## src/rtl/stf_pkg.sv

```systemverilog
package stf_pkg;
  typedef enum logic [1:0] {
    ST_MASTER = 2'd0,
    ST_ENTER  = 2'd1,
    ST_FILL   = 2'd2,
    ST_DRAIN  = 2'd3
  } stf_state_t;
endpackage

```

## src/rtl/stf_fsm.sv

```systemverilog
module stf_fsm
  import stf_pkg::*;
(
  input  logic       clk,
  input  logic       rst_n,
  input  logic       stall_start,
  input  logic       stall_done,
  input  logic       pipe_empty,
  output stf_state_t state_q,
  output logic       accept
);
  stf_state_t state_d;
  logic       pend_q, pend_d, pend_en;

  // pending-resolution flag only moves during the entry transition
  assign pend_en = (state_q == ST_ENTER);
  assign accept  = (state_q == ST_MASTER) && stall_start;

  always_comb begin
    state_d = state_q;
    pend_d  = pend_q;
    case (state_q)
      ST_MASTER: begin
        if (stall_start) state_d = ST_ENTER;
      end
      ST_ENTER: begin
        if (pipe_empty) begin
          state_d = (pend_q || stall_done) ? ST_MASTER : ST_FILL;
          pend_d  = 1'b0;
        end else if (stall_done) begin
          pend_d  = 1'b1;
        end
      end
      ST_FILL: begin
        if (stall_done) state_d = ST_DRAIN;
      end
      ST_DRAIN: begin
        if (pipe_empty) state_d = ST_MASTER;
      end
      default: state_d = ST_MASTER;
    endcase
  end

  always_ff @(posedge clk or negedge rst_n) begin
    if (!rst_n) begin
      state_q <= ST_MASTER;
      pend_q  <= 1'b0;
    end else begin
      state_q <= state_d;
      if (pend_en) pend_q <= pend_d;
    end
  end

  assert_enter_R2: assert property (@(posedge clk) disable iff (!rst_n)
    (state_q == ST_MASTER && stall_start) |=> (state_q == ST_ENTER));

  assert_early_exit_R4: assert property (@(posedge clk) disable iff (!rst_n)
    (state_q == ST_ENTER && pipe_empty && (pend_q || stall_done)) |=> (state_q == ST_MASTER));

  assert_drain_start_R5: assert property (@(posedge clk) disable iff (!rst_n)
    (state_q == ST_FILL && stall_done) |=> (state_q == ST_DRAIN));

  assert_drain_hold_R6: assert property (@(posedge clk) disable iff (!rst_n)
    (state_q == ST_DRAIN && !pipe_empty) |=> (state_q == ST_DRAIN));

  assert_fill_ignore_R7: assert property (@(posedge clk) disable iff (!rst_n)
    (state_q == ST_FILL && !stall_done) |=> (state_q == ST_FILL));
endmodule

```

## src/rtl/ctx_fit_calc.sv

```systemverilog
module ctx_fit_calc #(
  parameter int PHYS_REGS = 64,
  parameter int ARCH_REGS = 16,
  parameter int MAX_CTX   = 4,
  localparam int RPW      = $clog2(PHYS_REGS + 1),
  localparam int CW       = $clog2(MAX_CTX + 1)
) (
  input  logic           clk,
  input  logic           rst_n,
  input  logic           load,
  input  logic [RPW-1:0] ctx_regs,
  output logic [CW-1:0]  cnt_q
);
  localparam int FREE = PHYS_REGS - ARCH_REGS;

  logic [MAX_CTX-1:0] fits;
  logic [CW-1:0]      cnt_d;

  // k contexts fit when k times the per-context need stays within free space
  for (genvar k = 1; k <= MAX_CTX; k++) begin : g_fit
    assign fits[k-1] = (ctx_regs != '0) &&
                       ((32'(k) * 32'(ctx_regs)) <= 32'(FREE));
  end

  always_comb cnt_d = CW'($countones(fits));

  always_ff @(posedge clk or negedge rst_n) begin
    if (!rst_n)    cnt_q <= '0;
    else if (load) cnt_q <= cnt_d;
  end

  assert_cnt_hold_R8: assert property (@(posedge clk) disable iff (!rst_n)
    !load |=> $stable(cnt_q));

  assert_cnt_bound_R8: assert property (@(posedge clk) disable iff (!rst_n)
    load |=> (32'(cnt_q) <= 32'(MAX_CTX)));
endmodule

```

## src/rtl/stf_out_dec.sv

```systemverilog
module stf_out_dec
  import stf_pkg::*;
#(
  parameter int MAX_CTX = 4,
  localparam int CW     = $clog2(MAX_CTX + 1)
) (
  input  stf_state_t         state_q,
  input  logic [CW-1:0]      cnt_q,
  output logic               mode_filler,
  output logic               busy,
  output logic               filler_side,
  output logic [MAX_CTX-1:0] ctx_en
);
  assign mode_filler = (state_q == ST_FILL);
  assign busy        = (state_q == ST_ENTER) || (state_q == ST_DRAIN);
  // filler-owned structures stay selected until the drain finishes
  assign filler_side = (state_q == ST_FILL) || (state_q == ST_DRAIN);

  for (genvar i = 0; i < MAX_CTX; i++) begin : g_ctx
    assign ctx_en[i] = mode_filler && (32'(i) < 32'(cnt_q));
  end
endmodule

```

## src/rtl/stall_fill_ctrl.sv

```systemverilog
module stall_fill_ctrl
  import stf_pkg::*;
#(
  parameter int PHYS_REGS = 64,
  parameter int ARCH_REGS = 16,
  parameter int MAX_CTX   = 4,
  localparam int RPW      = $clog2(PHYS_REGS + 1),
  localparam int CW       = $clog2(MAX_CTX + 1)
) (
  input  logic               clk,
  input  logic               rst_n,
  input  logic               stall_start,
  input  logic               stall_done,
  input  logic               pipe_empty,
  input  logic [RPW-1:0]     ctx_regs,
  output logic               mode_filler,
  output logic               busy,
  output logic               route_l0,
  output logic               xlate_sel,
  output logic               bp_sel,
  output logic               mrf_hold,
  output logic [MAX_CTX-1:0] ctx_en
);
  stf_state_t    state_q;
  logic          accept;
  logic [CW-1:0] cnt_q;
  logic          filler_side;

  stf_fsm u_fsm (
    .clk         (clk),
    .rst_n       (rst_n),
    .stall_start (stall_start),
    .stall_done  (stall_done),
    .pipe_empty  (pipe_empty),
    .state_q     (state_q),
    .accept      (accept)
  );

  ctx_fit_calc #(
    .PHYS_REGS (PHYS_REGS),
    .ARCH_REGS (ARCH_REGS),
    .MAX_CTX   (MAX_CTX)
  ) u_fit (
    .clk      (clk),
    .rst_n    (rst_n),
    .load     (accept),
    .ctx_regs (ctx_regs),
    .cnt_q    (cnt_q)
  );

  stf_out_dec #(
    .MAX_CTX (MAX_CTX)
  ) u_dec (
    .state_q     (state_q),
    .cnt_q       (cnt_q),
    .mode_filler (mode_filler),
    .busy        (busy),
    .filler_side (filler_side),
    .ctx_en      (ctx_en)
  );

  assign route_l0  = filler_side;
  assign xlate_sel = filler_side;
  assign bp_sel    = filler_side;
  assign mrf_hold  = filler_side;

  assert_busy_excl_R10: assert property (@(posedge clk) disable iff (!rst_n)
    !(busy && mode_filler));

  assert_ctx_idle_R10: assert property (@(posedge clk) disable iff (!rst_n)
    !mode_filler |-> (ctx_en == '0));

  assert_ctx_count_R8: assert property (@(posedge clk) disable iff (!rst_n)
    mode_filler |-> ($countones(ctx_en) == 32'(cnt_q)));

  assert_fill_via_busy_R3: assert property (@(posedge clk) disable iff (!rst_n)
    $rose(mode_filler) |-> $past(busy));

  assert_release_via_busy_R9: assert property (@(posedge clk) disable iff (!rst_n)
    $fell(mrf_hold) |-> $past(busy));
endmodule

```

## config.mk

```make
export PLATFORM = sky130hd
export DESIGN_NAME = stall_fill_ctrl
export DESIGN_NICKNAME = d
export VERILOG_FILES = /design/src/rtl/stf_pkg.sv /design/src/rtl/stf_fsm.sv /design/src/rtl/ctx_fit_calc.sv /design/src/rtl/stf_out_dec.sv /design/src/rtl/stall_fill_ctrl.sv
export SDC_FILE = /design/constraint.sdc
export NUM_CORES = 1
export LEC_CHECK = 0
export CORE_MARGIN = 2
export CORE_UTILIZATION = 55
export DETAILED_ROUTE_END_ITERATION = 8
export DONT_BUFFER_PORTS = 1
export PLACE_DENSITY = 0.72
export SLEW_MARGIN = 20
export SYNTH_ARGS = -nofsm -noshare
export SYNTH_HDL_FRONTEND = slang
export SYNTH_SLANG_ARGS = --single-unit
```

## constraint.sdc

```tcl
create_clock -name clk -period 1.3 [get_ports clk]
set_clock_uncertainty 0.15 [all_clocks]
set_input_delay 0.39 -clock clk [delete_from_list [all_inputs] [get_ports clk]]
set_output_delay 0.39 -clock clk [all_outputs]
set_load 0.05 [all_outputs]
```

==> results.txt, run 1 <==
- Sorting the synthesized cells by area gives the leading types as sky130_fd_sc_hd__ha_1 (24%), sky130_fd_sc_hd__dfrtp_1 (19%), sky130_fd_sc_hd__fa_1 (5.0%).
- Syn avg cell area: between 9 and 10 um^2
- Status: stopped before the end
- Counting along the longest clock path gives a buffer depth of 2.
- Summed over all instances, the cell type with the most area after synthesis is sky130_fd_sc_hd__ha_1.
- Placement-stage cell area: 0.00115 mm^2
- Total standard cell area after synthesis: ~800 um^2
* Worst setup endpoint after the global-route repair_timing: u_fit.cnt_q[1]$_DFFE_PN0P_/D
- The floorplan step set the die width to around 42 um.
- Number of levels the H-tree was split into: 1
* Net count after synthesis: between 100 and 150
- The Yosys step of the flow raised 0 warnings.
- Worst End Pin Type: register data pin
* Port Buffer Count: 0
- Async set-or-reset flop fraction in the synthesized netlist: 1.00
* Ranking of synthesized cells by instance count: sky130_fd_sc_hd__ha_1 (15), sky130_fd_sc_hd__a21oi_1 (7), sky130_fd_sc_hd__dfrtp_1 (6), sky130_fd_sc_hd__inv_1 (6), sky130_fd_sc_hd__nand2_1 (6)
* Count of standard-cell rows: 13
- In this run, CTS created clock tree buffers numbering 3.
* Stopped at: global routing
- Maximum number of pins on one net before global-route repair: 7
- Tool error message: [ERROR DPL-0038] Utilization greater than 100%, impossible to legalize
- Post-synth top flop: sky130_fd_sc_hd__dfrtp_1
* Seq cells post-synth: 6
- Sinks on the clock net: 6
- Synth top area share: 0.235
- Most repeated cell in the gate-level netlist after synthesis: sky130_fd_sc_hd__ha_1
- Vertical die dimension: around 42 um
- The netlist uses 35 different library cells.
- For this configuration, the core starts out at a cell density of 0.598.
* Global placer's final weighted congestion: 0.756
* Number of enable-type register cells in the synthesized netlist: 0
* Sequential fraction of the synthesis area: 0.188
- HPWL Detailed: 2020 um
- IO Pins: 22
- Cell count after synthesis: 86
- Clock root buffer master: sky130_fd_sc_hd__clkbuf_4
kinds of logic after synthesis:
logic type	after synthesis	synth area share
DFF	6	0.188
adders and majority gates	17	0.285
buffers and inverters	11	0.0658
AOI/OAI and AO/OA	21	0.199
muxes	4	0.0549
xor gates and xnor gates	4	0.0439
and+or+nand+nor	23	0.163
repair_timing:
item,4_1_cts
hold buffers,1
pin swaps,6
setup buffers,3
hold endpoints to repair,6
resized for setup,15
setup endpoints to repair,15
stage by stage:
step                cells  setup TNS [ns]  hold WS (ns)  utilization  setup slack [ns]
floorplan              86           -6.22       -0.0556            -             -1.61
CTS                   129           -7.69        0.0737        0.947             -1.57
detailed placement    122           -5.70       -0.0554        0.861             -1.85
global placement      122           -5.10       -0.0554        0.861             -1.70
==> run 2, diff against run 1 <==
CORE_AREA = 2 2 63 65   (was default)
CORE_MARGIN = default   (was 2)
CORE_UTILIZATION = default   (was 55)
DIE_AREA = 0 0 65 67   (was default)
PLACE_DENSITY = default   (was 0.72)
PLACE_DENSITY_LB_ADDON = 0.15   (was default)
clock period = 1.7 ns   (was 1.3 ns; I/O delays follow)
==> run 2 against run 1 <==
  * The flow now finishes, with violations (setup timing)
  * Synthesized cell count stayed put
  * Area after synthesis stayed put
==> results.txt, run 2 <==
- The flow ran to the end, but the final reports show violations.
* Maximum fanout encountered on the critical timing path: 4
* Average vias per placed instance: around 4.2
- Counting every sink on the clock net gives 6.
- Category of the critical setup timing path: in2reg
- Register-to-register path setup slack: 0.14 ns
- The congestion estimate from routability-driven global placement came to roughly 0.75.
- Fraction of layout instances using a drive strength above 1: 0.477
- IR analysis of the VDD net gives a maximum drop of roughly 0.35 mV.
* Power density cells: 1120 mW/mm^2
* Dominant cells by area after synthesis: sky130_fd_sc_hd__ha_1 (24%), sky130_fd_sc_hd__dfrtp_1 (19%), sky130_fd_sc_hd__fa_1 (5.0%)
- The count of final max-slew check failures came to 0.
* CTS tree: yes
- Area of the core region: 0.00361 mm^2
* Total Die Area: 0.00436 mm^2
- In this run the remaining antenna-violating nets after routing total 0.
- Post-detailed-routing wire length: 1800 um
* Ranking of synthesized cells by instance count: sky130_fd_sc_hd__ha_1 (15), sky130_fd_sc_hd__a21oi_1 (7), sky130_fd_sc_hd__dfrtp_1 (6), sky130_fd_sc_hd__inv_1 (6), sky130_fd_sc_hd__nand2_1 (6)
- Seq cells post-synth: 6
- Clock root buffer master: sky130_fd_sc_hd__clkbuf_8
- In the global route stage, overall resource usage came out at 0.0878.
* Final standard cell utilization of the core: 0.347
* Static power due to leakage: roughly 0.55 nW
* Setup crit start: ctx_regs[4]
* Clock transition at the registers of the reported paths: approximately 0.04 ns
- Of the total synthesized cell area, the portion taken by AND, OR, NAND and NOR gates is 0.163.
* Arrival time of data at the critical path endpoint: 2.84 ns
- Syn avg cell area: 9.28 um^2
* Crit path capture type: flip-flop
- Clock buffer count from CTS: 3
- Combined area of the multi-input logic cells: around 730 um^2
* Final hold vios: 0
* Min-delay worst type: in2reg
- Most repeated cell in the gate-level netlist after synthesis: sky130_fd_sc_hd__ha_1
* IO Pins: 22
- Synth Area in XOR/XNOR: 0.0439
- From left edge to right edge, the die measures ~65 um.
- Reg2Reg Depth: 5
- For hold timing, the worst endpoint is u_fsm.pend_q$_DFFE_PN0P_.
* MaxCap Viol Count: 0
* Cells on Worst Hold Path: 1
- The number of antenna violations at the first check in global routing came to 0.
* TNS Setup: -3.45 ns
- The cell area that synthesis handed to floorplanning was approximately 800 um^2.
* Violated checks: setup timing
* Maximum number of pins on one net before global-route repair: 7
- Shortest period the worst path allows: between 2 and 3 ns
- Summed over all nets, the half-perimeter wirelength after detailed placement is ~1500 um.
* Overflow left after global routing: 0
* Data required time of the worst path: between 1.5 and 2 ns
* DRC viols: 0
* Fraction of the mapped netlist area in adder cells: 0.285
- Number of enable-type register cells in the synthesized netlist: 0
- The first global-routing pass estimated ~3000 um of wire.
- Port Buffer Count: 0
- Post-synth top flop: sky130_fd_sc_hd__dfrtp_1
- Clk buf depth: 2
- Critical R2R Capture: u_fit.cnt_q[0]$_DFFE_PN0P_
- The startpoint identified for the worst hold timing path is pipe_empty.
- The first routing iteration left 5 violations.
- Synth top area share: 0.235
- For the pin with the worst max-slew slack, the measured transition is between 0.2 and 0.3 ns.
* Cell type contributing the most total cell area after synthesis: sky130_fd_sc_hd__ha_1
- The later pin in the worst-skew pair is clocked with a latency of roughly 0.22 ns.
- Final hold analysis gives a worst-case slack of 0.222 ns.
- The final route contains between 600 and 700 vias.
- In this run the tightest slew margin relative to its limit is 0.802.
- Type of origin of the critical path: input pin
* Multiplexer share of the synthesized area: 0.0549
- Most common library cell in the layout ignoring fill and taps: sky130_fd_sc_hd__buf_4
- The die is around 67 um tall.
- Async set-or-reset flop fraction in the synthesized netlist: 1.00
* Net count after synthesis: between 100 and 150
- Cell count after synthesis: 86
- Setup violators final: 7
- RSZ-0062 raised after global routing: yes
- Dividing the final minimum period by the clock period gives 1.70.
- Leaving out fill and tap cells, the most frequent cells in the layout are sky130_fd_sc_hd__buf_4 (19), sky130_fd_sc_hd__ha_1 (10), sky130_fd_sc_hd__nand2_1 (6), sky130_fd_sc_hd__a21oi_1 (6).
- For this run, the detailed router's first-pass iteration total came to 4.
- Layout-stage area growth over the synthesis result: 56.9%
* Fraction of the mapped netlist area in compound gates: 0.199
- Timing would allow up to about 350 MHz.
* Final #Nets: about 140
* Number of unique standard cell types used by synthesis: 35
- Total power for the finished layout comes to 0.00140 W.
- Number of filler cells placed in the layout: between 300 and 400
- In this run the number of H-tree levels came out at 1.
* Number of antenna cells inserted: 0
- Crit path setup slack, layout: -1.20 ns
- Row generation in the floorplan step produced 22 rows.
* Initial cell density of the core: 0.221
- Drt wl/cell: ~11 um
* Warnings from Yosys: 0
- Across the whole layout, storage elements account for 151 um^2.
* Vias in the first global route: around 660
* Largest family of logic cells by synthesized area: adder cells
- Sequential fraction of the synthesis area: 0.188
run 2: cell counts after synthesis:
No cell type changed its count.
run 2: kinds of logic after synthesis:
family,Yosys count
and+or+nand+nor,23
muxes,4
AOI/OAI and AO/OA,21
buffers and inverters,11
xor gates and xnor gates,4
adders and majority gates,17
DFF,6
run 2: report_power, final:
group / leakage (nW) / switching, W / total [W] / internal, W
logic: 0.449 / 0.000519 / 0.000911 / 0.000392
clock network: 0.0228 / 0.0000603 / 0.000222 / 0.000161
registers: 0.0741 / 0.0000582 / 0.000267 / 0.000208
run 2: metal layers:
metal | global-route usage | vias up | share of wire
met5 | 0 | - | 0
met4 | 0.0160 | 0 | 0.011
met3 | 0.0152 | 2 | 0.034
met2 | 0.152 | 11 | 0.49
met1 | 0.115 | 309 | 0.46
li1 | - | 353 | -
run 2: how the worst max path moves through the flow:
stage                                             to  cells after the start  slack, ns
after floorplan           u_fit.cnt_q[1]$_DFFE_PN0P_                     11      -1.33
after global placement    u_fit.cnt_q[1]$_DFFE_PN0P_                     11      -1.50
final                     u_fit.cnt_q[1]$_DFFE_PN0P_                     10      -1.20
after detailed placement  u_fit.cnt_q[1]$_DFFE_PN0P_                     11      -1.49
after CTS                 u_fit.cnt_q[1]$_DFFE_PN0P_                     11      -1.23
after global routing      u_fit.cnt_q[1]$_DFFE_PN0P_                     12      -1.29
run 2: layout make-up:
| cell class | count | share of cell area |
|---|---|---|
| Clock buffer | 4 | 0.0360 |
| Inverter | 6 | 0.0240 |
| Multi-Input combinational cell | 69 | 0.582 |
| Sequential cell | 6 | 0.121 |
| Tap cell | 48 | 0.0480 |
| Timing Repair Buffer | 26 | 0.189 |
run 2: per-stage QoR:
step | cell area (um^2) | cells | worst slack, ns
2_1_floorplan | 927 | 86 | -1.33
3_3_place_gp | 1120 | 149 | -1.50
3_5_place_dp | 1120 | 149 | -1.49
4_1_cts | 1230 | 159 | -1.23
5_1_grt | 1250 | 159 | -1.29
6_report | 1250 | 159 | -1.20
run 2: worst max-delay path, stage by stage:
cell                         delay [ns]
sky130_fd_sc_hd__clkinvlp_4        0.12
sky130_fd_sc_hd__ha_4              0.29
sky130_fd_sc_hd__nor2b_1           0.14
sky130_fd_sc_hd__a221oi_2          0.30
sky130_fd_sc_hd__mux2i_1           0.21
sky130_fd_sc_hd__and4_1            0.25
sky130_fd_sc_hd__ha_4              0.22
sky130_fd_sc_hd__ha_4              0.15
sky130_fd_sc_hd__fa_2              0.39
sky130_fd_sc_hd__mux2_4            0.26
run 2: repair_timing:
item,CTS,global route
hold buffers,1,0
endpoints found under the setup margin,8,8
endpoints found under the hold margin,6,0
pin swaps,7,3
resized for setup,5,4
buffers inserted,5,0
Power figures use the tool's default switching activity.
